[src/rtl/ipi_route_pkg.sv]
package ipi_route_pkg;
  localparam int ID_W  = 8;
  localparam int MDL_W = 4;

  typedef enum logic [1:0] {
    SH_FIELD  = 2'd0,
    SH_SELF   = 2'd1,
    SH_ALL    = 2'd2,
    SH_OTHERS = 2'd3
  } shorthand_e;

  localparam logic [MDL_W-1:0] MODEL_FLAT    = 4'hF;
  localparam logic [MDL_W-1:0] MODEL_CLUSTER = 4'h0;
  localparam logic [ID_W-1:0]  DEST_BCAST    = 8'hFF;
endpackage

[src/rtl/ipi_addr_match.sv]
module ipi_addr_match
  import ipi_route_pkg::*;
#(
  parameter int IDX   = 0,
  parameter int SRC_W = 3
) (
  input  logic [SRC_W-1:0] src,
  input  logic [ID_W-1:0]  dest,
  input  logic             logical,
  input  logic [1:0]       shorthand,
  input  logic [ID_W-1:0]  phys_id,
  input  logic [ID_W-1:0]  log_id,
  input  logic [MDL_W-1:0] model,
  output logic             hit
);
  localparam logic [SRC_W-1:0] MY_IDX = SRC_W'(IDX);
  localparam int HALF = ID_W / 2;

  logic is_self;
  logic phys_hit;
  logic flat_hit;
  logic clus_hit;
  logic log_hit;

  always_comb begin
    is_self  = (src == MY_IDX);
    phys_hit = (dest == phys_id) || (dest == DEST_BCAST);
    flat_hit = |(log_id & dest);
    clus_hit = (log_id[ID_W-1:HALF] == dest[ID_W-1:HALF]) &&
               (|(log_id[HALF-1:0] & dest[HALF-1:0]));
    unique case (model)
      MODEL_FLAT:    log_hit = flat_hit;
      MODEL_CLUSTER: log_hit = clus_hit;
      default:       log_hit = 1'b0;
    endcase
  end

  always_comb begin
    unique case (shorthand_e'(shorthand))
      SH_FIELD:  hit = logical ? log_hit : phys_hit;
      SH_SELF:   hit = is_self;
      SH_ALL:    hit = 1'b1;
      SH_OTHERS: hit = !is_self;
      default:   hit = 1'b0;
    endcase
  end
endmodule

[src/rtl/ipi_rr_pick.sv]
module ipi_rr_pick #(
  parameter int NUM_TGT = 8,
  parameter int SRC_W   = 3
) (
  input  logic               clk,
  input  logic               rst_n,
  input  logic [NUM_TGT-1:0] cand,
  input  logic               advance,
  output logic [NUM_TGT-1:0] pick,
  output logic               pick_hit
);
  localparam logic [SRC_W-1:0] LAST = SRC_W'(NUM_TGT - 1);

  logic [SRC_W-1:0] prev_q;
  logic [SRC_W-1:0] pick_idx;

  always_comb begin
    pick     = '0;
    pick_hit = 1'b0;
    pick_idx = prev_q;
    for (int off = 1; off <= NUM_TGT; off++) begin
      int j;
      j = int'(prev_q) + off;
      if (j >= NUM_TGT) j = j - NUM_TGT;
      if (!pick_hit && cand[j]) begin
        pick_hit = 1'b1;
        pick_idx = SRC_W'(j);
        pick[j]  = 1'b1;
      end
    end
  end

  always_ff @(posedge clk) begin
    if (!rst_n)                  prev_q <= LAST;
    else if (advance && pick_hit) prev_q <= pick_idx;
  end


  prev_in_range_chk: assert property (@(posedge clk) disable iff (!rst_n)
    int'(prev_q) < NUM_TGT);


  pick_is_cand_chk: assert property (@(posedge clk) disable iff (!rst_n)
    pick_hit |-> ((pick & cand) == pick) && $onehot(pick));


  prev_hold_chk: assert property (@(posedge clk) disable iff (!rst_n)
    (advance && !pick_hit) |=> $stable(prev_q));
endmodule

[src/rtl/ipi_route_sel.sv]
module ipi_route_sel
  import ipi_route_pkg::*;
#(
  parameter int NUM_TGT = 8,
  parameter int SRC_W   = (NUM_TGT > 1) ? $clog2(NUM_TGT) : 1
) (
  input  logic                     clk,
  input  logic                     rst_n,
  input  logic                     req_valid,
  output logic                     req_ready,
  input  logic [SRC_W-1:0]         req_src,
  input  logic [7:0]               req_dest,
  input  logic                     req_logical,
  input  logic [1:0]               req_shorthand,
  input  logic                     req_lowpri,
  input  logic [NUM_TGT*8-1:0]     tgt_phys_id,
  input  logic [NUM_TGT*8-1:0]     tgt_log_id,
  input  logic [NUM_TGT*4-1:0]     tgt_model,
  input  logic [NUM_TGT-1:0]       tgt_enable,
  output logic                     out_valid,
  input  logic                     out_ready,
  output logic [NUM_TGT-1:0]       out_mask,
  output logic                     out_none
);
  logic [NUM_TGT-1:0] hit;
  logic [NUM_TGT-1:0] cand;
  logic [NUM_TGT-1:0] pick;
  logic               pick_hit;
  logic [NUM_TGT-1:0] next_mask;
  logic               take;
  logic               lowpri_q;

  for (genvar t = 0; t < NUM_TGT; t++) begin : g_tgt
    ipi_addr_match #(.IDX(t), .SRC_W(SRC_W)) u_match (
      .src       (req_src),
      .dest      (req_dest),
      .logical   (req_logical),
      .shorthand (req_shorthand),
      .phys_id   (tgt_phys_id[t*ID_W +: ID_W]),
      .log_id    (tgt_log_id[t*ID_W +: ID_W]),
      .model     (tgt_model[t*MDL_W +: MDL_W]),
      .hit       (hit[t])
    );
  end

  assign cand = hit & tgt_enable;

  ipi_rr_pick #(.NUM_TGT(NUM_TGT), .SRC_W(SRC_W)) u_pick (
    .clk      (clk),
    .rst_n    (rst_n),
    .cand     (cand),
    .advance  (take && req_lowpri),
    .pick     (pick),
    .pick_hit (pick_hit)
  );

  assign req_ready = !out_valid || out_ready;
  assign take      = req_valid && req_ready;
  assign next_mask = req_lowpri ? pick : hit;

  always_ff @(posedge clk) begin
    if (!rst_n) begin
      out_valid <= 1'b0;
      out_mask  <= '0;
      out_none  <= 1'b0;
      lowpri_q  <= 1'b0;
    end else if (take) begin
      out_valid <= 1'b1;
      out_mask  <= next_mask;
      out_none  <= ~|next_mask;
      lowpri_q  <= req_lowpri;
    end else if (out_ready) begin
      out_valid <= 1'b0;
    end
  end


  hold_stable_chk: assert property (@(posedge clk) disable iff (!rst_n)
    (out_valid && !out_ready) |=> (out_valid && $stable(out_mask) && $stable(out_none)));


  lowpri_single_chk: assert property (@(posedge clk) disable iff (!rst_n)
    (out_valid && lowpri_q) |-> $onehot0(out_mask));


  none_empty_chk: assert property (@(posedge clk) disable iff (!rst_n)
    (out_valid && out_none) |-> (out_mask == '0));


  bcast_all_chk: assert property (@(posedge clk) disable iff (!rst_n)
    (take && !req_lowpri && req_shorthand == 2'd2) |=> (out_mask == {NUM_TGT{1'b1}}));


  reset_idle_chk: assert property (@(posedge clk)
    !rst_n |=> !out_valid);
endmodule

[config.mk]
export PLATFORM = sky130hd
export DESIGN_NAME = ipi_route_sel
export DESIGN_NICKNAME = d
export VERILOG_FILES = /design/src/rtl/ipi_route_pkg.sv /design/src/rtl/ipi_addr_match.sv /design/src/rtl/ipi_rr_pick.sv /design/src/rtl/ipi_route_sel.sv
export SDC_FILE = /design/constraint.sdc
export NUM_CORES = 1
export LEC_CHECK = 0
export ABC_AREA = 1
export ABC_CLOCK_PERIOD_IN_PS = 3900
export BUFFER_PORTS_ARGS = -buffer_cell sky130_fd_sc_hd__buf_4
export CAP_MARGIN = 20
export CORE_MARGIN = 4
export CORE_UTILIZATION = 45
export DETAILED_ROUTE_END_ITERATION = 10
export GPL_TIMING_DRIVEN = 0
export PLACE_DENSITY = 0.76
export RECOVER_POWER = 25
export REMOVE_ABC_BUFFERS = 1
export SETUP_SLACK_MARGIN = 0.5
export SLEW_MARGIN = 20
export SYNTH_ARGS = -nofsm -noshare
export SYNTH_HDL_FRONTEND = slang
export SYNTH_SLANG_ARGS = --single-unit
[constraint.sdc]
create_clock -name clk -period 3.9 [get_ports clk]
set_input_delay 1.17 -clock clk [delete_from_list [all_inputs] [get_ports clk]]
set_output_delay 1.17 -clock clk [all_outputs]
set_load 0.1 [all_outputs]
==> Yosys cells after proc, flatten, opt, wreduce, memory -nomap -nowiden <==
Index checks and enable logic that the tools add are counted.
W data, S select, Z words.
{ "classes": {"addsub": 16, "n_reduce_logical": 82, "n_eq_ne": 35, "n_bitwise": 24, "n_mux": 99, "order_cmp": 24} }
{ "ops": {"columns": ["op", "n"], "rows": [
  ["$ge A32 B1 Y1 const B", 8],
  ["$ge A32 B5 Y1 const B", 8],
  ["$lt A32 B5 Y1 const B", 8],
  ["$mux W32", 8],
  ["$sub A32 B5 Y32 const B", 8],
  ["$and A8 B8 Y8", 9],
  ["$mux W8", 9],
  ["$reduce_or A8 Y1", 9],
  ["$eq A8 B8 Y1", 8],
  ["$or A8 B8 Y8", 7],
  ["$mux W1", 42],
  ["$and A4 B4 Y4", 8],
  ["$eq A4 B4 Y1", 8],
  ["$eq A4 B4 Y1 const B", 8],
  ["$logic_not A4 Y1", 8],
  ["$pmux W1 S4", 8],
  ["$reduce_or A4 Y1", 8],
  ["$logic_and A1 B1 Y1", 26],
  ["$bmux W1 S3", 8],
  ["$demux W1 S3", 8],
  ["$mux W3", 8],
  ["$logic_not A1 Y1", 17],
  ["$add A3 B3 Y4 const B", 4],
  ["$pmux W1 S2", 8],
  ["other kinds (15)", 29]
]} }
{ "word_totals": {"output_inout_bits": 11, "reg_bits": 13, "wordCells": 284, "inputBits": 187} }

==> Depth between registers and ports, before layout <==
Gate-level depths: netlist (run 1).
{ "logic_depth": {"depth_word": 35, "mapped_depth": 27, "depth_no_buf": 26} }

==> Hierarchy <==
Synthesis (run 1) repeated with hierarchy kept, for this count alone.
{ "unflattened": {"hier_cells": 906, "area_unflattened_um2": 4804.6} }
{ "modules_own_cells": {"columns": ["mod", "seq_area_each_um2", "cells_per_inst", "n_inst", "area_per_inst_um2"], "rows": [
  ["ipi_rr_pick", 60.1, 279, 1, 1577.8],
  ["ipi_addr_match at g_tgt[5].u_match ...", 0.0, 68, 2, 336.6],
  ["ipi_addr_match at g_tgt[1].u_match ...", 0.0, 66, 2, 331.6],
  ["ipi_route_sel", 200.2, 91, 1, 563.0],
  ["ipi_addr_match at g_tgt[7].u_match", 0.0, 68, 1, 334.1],
  ["ipi_addr_match at g_tgt[4].u_match", 0.0, 67, 1, 332.8],
  ["ipi_addr_match at g_tgt[3].u_match", 0.0, 67, 1, 331.6],
  ["ipi_addr_match at g_tgt[0].u_match", 0.0, 66, 1, 329.1]
]} }

==> Worst setup path before layout (run 1) <==
OpenSTA, ideal clock, no wires.
{ "synth_timing": {"path_kind": "input to register", "from": "input port req_dest[2]", "to": "register out_none", "slack_ns": 0.486, "path_stages": 25, "setup_ns": 0.117, "arrival_ns": 3.297, "n_path_buf": 3, "path_cell_list": "buf_4 > buf_6 > nand2_1 > nand2_1 > nor2_1 > inv_1 > nand2_1 > nand3_1 > nand2_1 > nand2_1 > nand4_1 > nand3_1 > nand3_1 > nand2_2 > nor2_1 > nand4_2 > nor2_4 > buf_6 > nand4_1 > nand3_1 > nand2_1 > nand2_1 > nor2_1 > nand3_2 > a21oi_2"} }
{ "synth_between": {"elab_chain_len": 35, "elab_cells_between_ends": 145, "classes_between": "eq/ne: 9; mux: 64; bitwise: 24; reduce/logical: 48"} }
{ "synth_rtl": {"columns": ["element", "line", "rtl"], "rows": [
  ["start: declaration", "ipi_route_sel.sv:12", "input logic [7:0] req_dest,"],
  ["$and A4 B4 Y4", "ipi_addr_match.sv:30", "(|(log_id[HALF-1:0] & dest[HALF-1:0]));"],
  ["$reduce_or A4 Y1", "ipi_addr_match.sv:30", null],
  ["$logic_and A1 B1 Y1", "ipi_addr_match.sv:29", "clus_hit = (log_id[ID_W-1:HALF] == dest[ID_W-1:HALF]) &&"],
  ["$pmux W1 S2", "ipi_addr_match.sv:31", "unique case (model)"],
  ["$mux W1", "ipi_addr_match.sv:40", "SH_FIELD: hit = logical ? log_hit : phys_hit;"],
  ["$pmux W1 S4", "ipi_addr_match.sv:39", "unique case (shorthand_e'(shorthand))"],
  ["$and A8 B8 Y8", "ipi_route_sel.sv:46", "assign cand = hit & tgt_enable;"],
  ["$bmux W1 S3", "ipi_rr_pick.sv:25", "if (!pick_hit && cand[j]) begin"],
  ["[... 19 more ...]", null, null],
  ["$logic_and A1 B1 Y1", "ipi_rr_pick.sv:25", null],
  ["$mux W1", "ipi_rr_pick.sv:25", null],
  ["$logic_not A1 Y1", "ipi_rr_pick.sv:25", null],
  ["$logic_and A1 B1 Y1", "ipi_rr_pick.sv:25", null],
  ["$mux W8", "ipi_rr_pick.sv:25", null],
  ["$mux W8 *", "ipi_route_sel.sv:59", "assign next_mask = req_lowpri ? pick : hit;"],
  ["$reduce_or A8 Y1 *", "ipi_route_sel.sv:70", "out_none <= ~|next_mask;"],
  ["$logic_not A1 Y1 *", "ipi_route_sel.sv:70", null],
  ["end signal: assignment", "ipi_route_sel.sv:70", null],
  ["end: declaration", "ipi_route_sel.sv:23", "output logic out_none"]
]} }
Mark *: on every way between the ends. The rest lies on a longest branch, timed or not. The select of a mux whose other input is x is not followed.
A chain may end at the register's enable or synchronous reset.

==> Final worst setup path (run 1) <==
{ "layout_timing": {"from": "input port req_dest[5]", "to": "register out_none"} }
{ "layout_between": {"elab_chain_len": 34, "elab_cells_between_ends": 137, "classes_between": "eq/ne: 17; mux: 64; bitwise: 16; reduce/logical: 40"} }
{ "layout_rtl": {"columns": ["element", "line"], "rows": [
  ["$and A8 B8 Y8 or $eq A4 B4 Y1 (tied branches)", "ipi_addr_match.sv:28, ipi_addr_match.sv:29"],
  ["$reduce_or A8 Y1 or $logic_and A1 B1 Y1 (tied branches)", "ipi_addr_match.sv:28, ipi_addr_match.sv:29"],
  ["$pmux W1 S2", "ipi_addr_match.sv:31"],
  ["$mux W1", "ipi_addr_match.sv:40"],
  ["$pmux W1 S4", "ipi_addr_match.sv:39"],
  ["$and A8 B8 Y8", "ipi_route_sel.sv:46"],
  ["$bmux W1 S3", "ipi_rr_pick.sv:25"],
  ["$mux W1 (implied by the code) (2 in series)", "ipi_rr_pick.sv:25"],
  ["[... 17 more ...]", null],
  ["$logic_and A1 B1 Y1", "ipi_rr_pick.sv:25"],
  ["$mux W1", "ipi_rr_pick.sv:25"],
  ["$logic_not A1 Y1", "ipi_rr_pick.sv:25"],
  ["$logic_and A1 B1 Y1", "ipi_rr_pick.sv:25"],
  ["$mux W8", "ipi_rr_pick.sv:25"],
  ["$mux W8 *", "ipi_route_sel.sv:59"],
  ["$reduce_or A8 Y1 *", "ipi_route_sel.sv:70"],
  ["$logic_not A1 Y1 *", "ipi_route_sel.sv:70"]
]} }
Marked as above.

==> out/results.tsv, run 1 <==
stage	metric	value	unit
status	status	finished, final reports clean	
clock_tree	clockRootBuffer	clkbuf_8	
power_and_ir_drop	cellPowerDensity	339.2	nW/um^2
hold_path	hp-class	reg -> reg	
die	top_level_ports	198	
place	io_buffers	197	
route	ant_nets	0	
power_and_ir_drop	p_leak	0.003770	uW
global_route	grtUsageTotal	32.49	%
route	dr.pass1.iters	6	
global_route	grt_start_max_net_pins	30	
worst_setup_path	critPathCaptureType	flop	
synthesis	synth_cells	887	
die	design.die.area	12060	um^2
clock_tree	clock_path_buffers	2	
place	hpwl	14130	um
timing	hold_viol_final	0	
clock_tree	cts_tree	done	
timing	rsz0062_at_grt	true	
timing	setup_violations	0	
die	fp-row-count	36	
global_route	gr-total-overflow	0	
route	drt_iter0_markers	592	
route	wl_per_cell	16.66	um
clock_tree	clkSinkCount	13	
timing	fmax	0.2580	GHz
route	drc_errors	0	
synthesis	synth_flop_cell	dfxtp_1	
power_and_ir_drop	switchingPower	1436	uW
global_route	grt_pass1_vias	6285	
timing	max-slew-margin-rel	21.41	%
die	initial_utilization	46.86	%
synthesis	ys_ff_latch	13	
synthesis	yosysTopAreaCellShare	25.51	%
worst_setup_path	cpMaxStageDelayCell	nor2_4	
timing	whs	0.4776	ns
clock_tree	cts_hold_buf	0	
flow_run	maxCapViolCount	0	
worst_setup_path	crit_top_cell	nand2_1	
route	num_vias	6845	
cells_and_area	diodes	0	
synthesis	yosysWarnings	0	
die	die_y	109.8	um
worst_setup_path	slowest_delay	0.22	ns
cells_and_area	nets	1346	
die	core	9955	um^2
synthesis	synth_cell_type_count	39	
cells_and_area	layout-drive-gt1-share	36.08	%
clock_tree	cts_buffers	3	
cells_and_area	fill_cells	776	
synthesis	synth_common_cells	317 x nand2_1, 124 x nor2_1, 88 x nand3_1	
timing	setup_ws	0.02333	ns
power_and_ir_drop	p_clk_share	4.6	%
synthesis	synth_area	4664	um^2
route	wl	20830	um
synthesis	async_flop_share	0	%
power_and_ir_drop	max-vdd-ir-drop	0.0003085	V
place	gp_congestion	0.9300	
synthesis	synth_edf_count	0	
timing	worstMarginPinSlew	1.184	ns
power_and_ir_drop	seqPwrFrac	7.6	%
clock_tree	clock_latency	0.24	ns
timing	clock-skew-final	0.003355	ns
worst_setup_path	cp_max_fo	5	
worst_setup_path	worstSetupPathType	in -> reg	
worst_setup_path	start_kind	primary input	
synthesis	synth_largest_area_cell	nand2_1	
global_route	grt_pass1_wl	31110	um
clock_tree	clk_pin_slew	0.05	ns
global_route	antenna_found_initial	0	
synthesis	post-synth-top-count-cell	nand2_1	
timing	layout_min_cycle_time	3.877	ns
power_and_ir_drop	combPwrFrac	87.8	%
cells_and_area	area_delta_synth_final	61.80	%
timing	finalCritPeriodShare	99.40	%
synthesis	avgSynthCellArea	5.259	um^2
worst_setup_path	required	4.03	ns
place	place_ws	-1.352	ns
worst_setup_path	worstPathArrival	4.01	ns
power_and_ir_drop	power_switching_share	56.10	%
power_and_ir_drop	internal_power	1124	uW
power_and_ir_drop	power	2560	uW
timing	tns	0	ns
synthesis	yosysSeqAreaShare	5.579	%
die	dieWidth	109.8	um
clock_tree	htreeDepth	1	
route	vias_per_cell	5.476	
synthesis	synth.area.top_cells	nand2_1 26%, ha_1 11%, nor2_1 10%, nand3_1 9.4%, xnor2_1 8.4%	
timing	slew_viol_final	0	
-- cell families after synthesis --
| kind of cell | synth area share, % |
|---|---|
| buffers and inverters | 12.02 |
| flip-flops | 5.579 |
| AO/OA/AOI/OAI | 4.748 |
| XOR/XNOR | 8.450 |
| adder cells (fa/ha/maj) | 11.00 |
| AND/OR/NAND/NOR | 58.21 |
-- through the flow --
stage | std cells | cell area [um^2] | utilization [%]
after CTS | 1236 | 7172 | 72.05
after detailed placement | 1187 | 6106 | 61.34
after floorplan | 857 | 4461 | -
after global routing | 1250 | 7547 | 75.82
final | 1250 | 7547 | 75.82
after global placement | 1187 | 6106 | 61.34
-- critical path, delay by kind of cell --
| family | cells | cell delay (ns) |
|---|---|---|
| adders and majority gates | 1 | 0.20 |
| buffers and inverters | 2 | 0.31 |
| and+or+nand+nor | 22 | 2.25 |
| AOI/OAI and AO/OA | 1 | 0.05 |
-- final timing paths --
kind,startpoint,to,slack (ns),depth (start not counted)
max,req_dest[5],out_none$_SDFFE_PN0P_,0.02,26
min,out_none$_SDFFE_PN0P_,out_none$_SDFFE_PN0P_,0.48,2
max reg2reg,u_pick.prev_q[1]$_SDFFE_PN1P_,out_none$_SDFFE_PN0P_,0.14,19
min reg2reg,out_none$_SDFFE_PN0P_,out_none$_SDFFE_PN0P_,0.48,2
-- cell usage in the layout, fill, tap and decap left out, types with 7 or more instances in the layout --
master,Yosys,layout
buf_6,9,16
buf_16,0,9
nor2_2,2,19
a21oi_2,1,7
dfxtp_1,13,12
nor2_4,2,8
nand3_1,88,68
nand2_1,317,287
nand4_1,32,32
ha_1,41,24
nand3_2,4,21
nand2_4,1,9
or2_2,9,9
inv_1,87,84
nor3_1,31,30
nor2_1,124,102
a21oi_1,13,7
ha_4,0,16
xnor2_1,45,43
buf_4,5,220
nand2_2,9,29
o21ai_0,12,9
-- flip-flops by register name, summed over array words and instances, names as in the netlist --
register,cells
out_mask,8
out_none,1
u_pick.prev_q,3
out_valid,1
-- metal layers --
layer | wire length [um] | share of wire [%] | GRT usage [%] | up-vias
met5 | 0 | 0 | 0 | -
met4 | 854 | 4.1 | 10.86 | 0
met3 | 2162 | 10 | 6.283 | 92
met2 | 9873 | 47 | 54.59 | 451
met1 | 7940 | 38 | 41.36 | 3007
li1 | - | - | - | 3295
-- power by group through the flow --
stage	clock network (uW)	registers (uW)	logic, uW
floorplan	0	248	902
detailed placement	0	189	1430
global route	129	198	2370
global placement	0	189	1420
CTS	121	190	1860
finish	118	195	2250
-- final cells by class --
class	instances	area [um^2]	share of cell area, %
clock inverter	1	5.005	0.06631
timing repair inverter	1	5.005	0.06631
multi-input combinational	750	4492	59.52
clock buffer	3	41.29	0.5471
timing repair buffer	254	2195	29.08
inverter	95	379.1	5.023
sequential	13	264.0	3.498
tap	133	166.4	2.205
-- timing repair --
| action | 4_1_cts | 5_1_grt |
|---|---|---|
| endpoints found under the setup margin | 12 | 12 |
| pin swaps | 80 | 62 |
| resized for setup | 119 | 65 |
| gates cloned | 8 | 0 |
| buffers inserted | 37 | 14 |
No activity file was read; power rests on OpenSTA's default activity.
==> run 2, diff against run 1 <==
ABC_CLOCK_PERIOD_IN_PS = 4800   (was 3900)
SLEW_MARGIN = 30   (was 20)
clock period = 4.8 ns   (was 3.9 ns; I/O delays follow)
==> run 2 against run 1 <==
- sequential power fell by 22%
- clock-buffer cell count did not move
- first-iteration DRC count fell by 23%
- critical path depth fell by 1
- worst setup slack improved by 0.56 ns
- global-route usage fell by 4.4 points
- non-clock buffer count fell by 44
- worst hold slack improved by 0.0035 ns
- core utilization fell by 12 points
- clock skew barely moved
- total power fell by 37%
- combinational power fell by 40%
- critical endpoint unchanged
==> out/results.tsv, run 2 (synthesis results as in run 1) <==
stage	metric	value	unit
die	die_y	109.8	um
place	place_area	6106	um^2
route	wl_per_cell	14.62	um
worst_setup_path	r2r_slack	0.63	ns
timing	slew_viol_final	0	
timing	layout_min_cycle_time	4.215	ns
status	status	finished, final reports clean	
power_and_ir_drop	p_leak	0.003379	uW
timing	finalCritPeriodShare	87.80	%
worst_setup_path	cp_max_fo	18	
hold_path	min_to	out_none$_SDFFE_PN0P_	
power_and_ir_drop	switchingPower	934.6	uW
die	dieWidth	109.8	um
cells_and_area	fill_cells	1039	
die	initial_utilization	46.86	%
route	num_vias	6167	
cells_and_area	post-route-cell-area	6347	um^2
route	ant_nets	0	
clock_tree	cts_hold_buf	0	
worst_setup_path	critPathCaptureType	flop	
place	hpwl	14130	um
power_and_ir_drop	combPwrFrac	84.4	%
clock_tree	htreeDepth	1	
cells_and_area	nets	1301	
route	drt_iter0_markers	454	
cells_and_area	diodes	0	
worst_setup_path	r2r-end	out_none$_SDFFE_PN0P_	
timing	worstMarginPinSlew	1.190	ns
cells_and_area	final_cell_mix	313 x nand2_1, 199 x buf_4, 120 x nor2_1	
cells_and_area	fin_cells	1205	
place	gp_congestion	0.9300	
clock_tree	clock_latency	0.24	ns
die	fp-row-count	36	
clock_tree	cts_tree	done	
die	design.die.area	12060	um^2
route	vias_per_cell	5.118	
clock_tree	clkSinkCount	13	
clock_tree	clockRootBuffer	clkbuf_8	
timing	setup_violations	0	
power_and_ir_drop	p_clk_share	6.0	%
timing	hold_viol_final	0	
timing	rsz0062_at_grt	true	
worst_setup_path	start_kind	primary input	
clock_tree	clock_path_buffers	2	
cells_and_area	largest_register_ffs	8	
cells_and_area	layout-drive-gt1-share	25.09	%
timing	clock-skew-final	0.003382	ns
global_route	antenna_found_initial	0	
flow_run	maxCapViolCount	0	
global_route	gr-total-overflow	0	
global_route	grtUsageTotal	28.05	%
place	placed_cells	1187	
worst_setup_path	worstSetupPathType	in -> reg	
hold_path	hp-class	reg -> reg	
power_and_ir_drop	power_switching_share	58.25	%
clock_tree	clk_pin_slew	0.05	ns
power_and_ir_drop	max-vdd-ir-drop	0.0002392	V
place	io_buffers	197	
global_route	grt_start_max_net_pins	29	
route	drc_errors	0	
hold_path	holdPathStages	2	
cells_and_area	area_delta_synth_final	36.08	%
worst_setup_path	worstPathArrival	4.39	ns
global_route	grt_pass1_vias	5558	
clock_tree	cts_buffers	3	
die	core	9955	um^2
route	wl	17620	um
worst_setup_path	required	4.98	ns
power_and_ir_drop	cellPowerDensity	252.8	nW/um^2
power_and_ir_drop	internal_power	669.9	uW
global_route	grt_pass1_wl	27030	um
timing	max-slew-margin-rel	21.00	%
cells_and_area	final_common_cell	nand2_1	
worst_setup_path	reg2regPathDepth	19	
route	dr.pass1.iters	5	
cells_and_area	top_regs	out_mask (8), u_pick.prev_q (3)	
die	top_level_ports	198	
timing	fmax	0.2373	GHz
hold_path	hp-start	out_none$_SDFFE_PN0P_	
power_and_ir_drop	seqPwrFrac	9.5	%
timing	whs	0.4810	ns
worst_setup_path	reg2reg_from	u_pick.prev_q[0]$_SDFFE_PN1P_	
cells_and_area	top_register	out_mask	
==> run 2: cell count changes in the layout (fill, tap and decap cells not counted), sizes merged <==
| cell | change |
|---|---|
| buf | -44 |
| bufbuf | -1 |
| clkbuf | +1 |
| clkinv | -1 |
| clkinvlp | -3 |
| inv | +3 |
==> run 2: per-stage QoR <==
step | total power, uW | setup TNS [ns] | setup slack (ns) | util (%)
finish | 1605 | 0 | 0.5854 | 63.76
global route | 1726 | 0 | 0.3623 | 63.76
CTS | 1419 | 0 | 0.5114 | 61.93
detailed placement | 1317 | -2.941 | -0.4525 | 61.34
global placement | 1310 | -3.295 | -0.4812 | 61.34
floorplan | 934.5 | 0 | 1.044 | -
==> run 2: per-layer routing <==
layer  GRT usage (%)  vias to the layer above  part of all wire, %  routed length [um]
met1           37.70                     2683                   42                7414
met2           48.09                      271                   48                8418
met3           4.110                       25                  8.5                1500
met4           4.363                        0                  1.6                 287
li1                -                     3188                    -                   -
met5               0                        -                    0                   0
==> run 2: layout make-up <==
| cell class | count | area (um^2) | area share [%] |
|---|---|---|---|
| Timing Repair Buffer | 210 | 1585 | 24.98 |
| Inverter | 95 | 357.8 | 5.638 |
| Multi-Input combinational cell | 750 | 3930 | 61.92 |
| Clock buffer | 3 | 41.29 | 0.6505 |
| Sequential cell | 13 | 261.5 | 4.120 |
| Clock inverter | 1 | 5.005 | 0.07885 |
| Tap cell | 133 | 166.4 | 2.622 |
==> run 2: worst max-delay path by stage <==
stage	startpoint	to	slack, ns	depth (start not counted)
finish	req_dest[7]	out_none$_SDFFE_PN0P_	0.59	25
detailed placement	u_pick.prev_q[0]$_SDFFE_PN1P_	out_none$_SDFFE_PN0P_	-0.45	17
floorplan	u_pick.prev_q[0]$_SDFFE_PN1P_	out_none$_SDFFE_PN0P_	1.04	17
CTS	req_dest[4]	out_none$_SDFFE_PN0P_	0.51	26
global route	req_dest[4]	out_none$_SDFFE_PN0P_	0.36	25
global placement	u_pick.prev_q[0]$_SDFFE_PN1P_	out_none$_SDFFE_PN0P_	-0.48	17
==> run 2: worst max-delay path, stage by stage <==
cell and delay (ns):
buf_6 0.20, ha_1 0.27, nor2_1 0.10, nand2_1 0.07, nor2_1 0.09, o21ai_0 0.10, nand3_1 0.09, nand2_1 0.09
nand2_2 0.10, nand4_1 0.17, nand3_2 0.18, nand3_1 0.11, nand2_2 0.18, nor2_2 0.08, nand4_4 0.10, nor2_4 0.08
buf_4 0.13, buf_4 0.12, nand3_1 0.06, nand3_1 0.12, nand2_1 0.13, nand2_1 0.07, nor2_2 0.11, nand3_2 0.08
a21oi_2 0.11
==> run 2: timing repair <==
| action | in CTS | in global routing |
|---|---|---|
| endpoints found under the setup margin | 12 | 11 |
| hold endpoints to repair | 0 | 0 |
| cloned | 0 | 1 |
| buffers inserted | 0 | 13 |
| pin swaps | 0 | 15 |
| resized for setup | 5 | 22 |
==> run 2: power by group through the flow <==
stage	sequential (uW)	clock (uW)	combinational [uW]
5_1_grt	156	106	1460
2_1_floorplan	202	0	733
4_1_cts	152	98.1	1170
6_report	153	96.4	1350
3_5_place_dp	154	0	1160
3_3_place_gp	154	0	1160
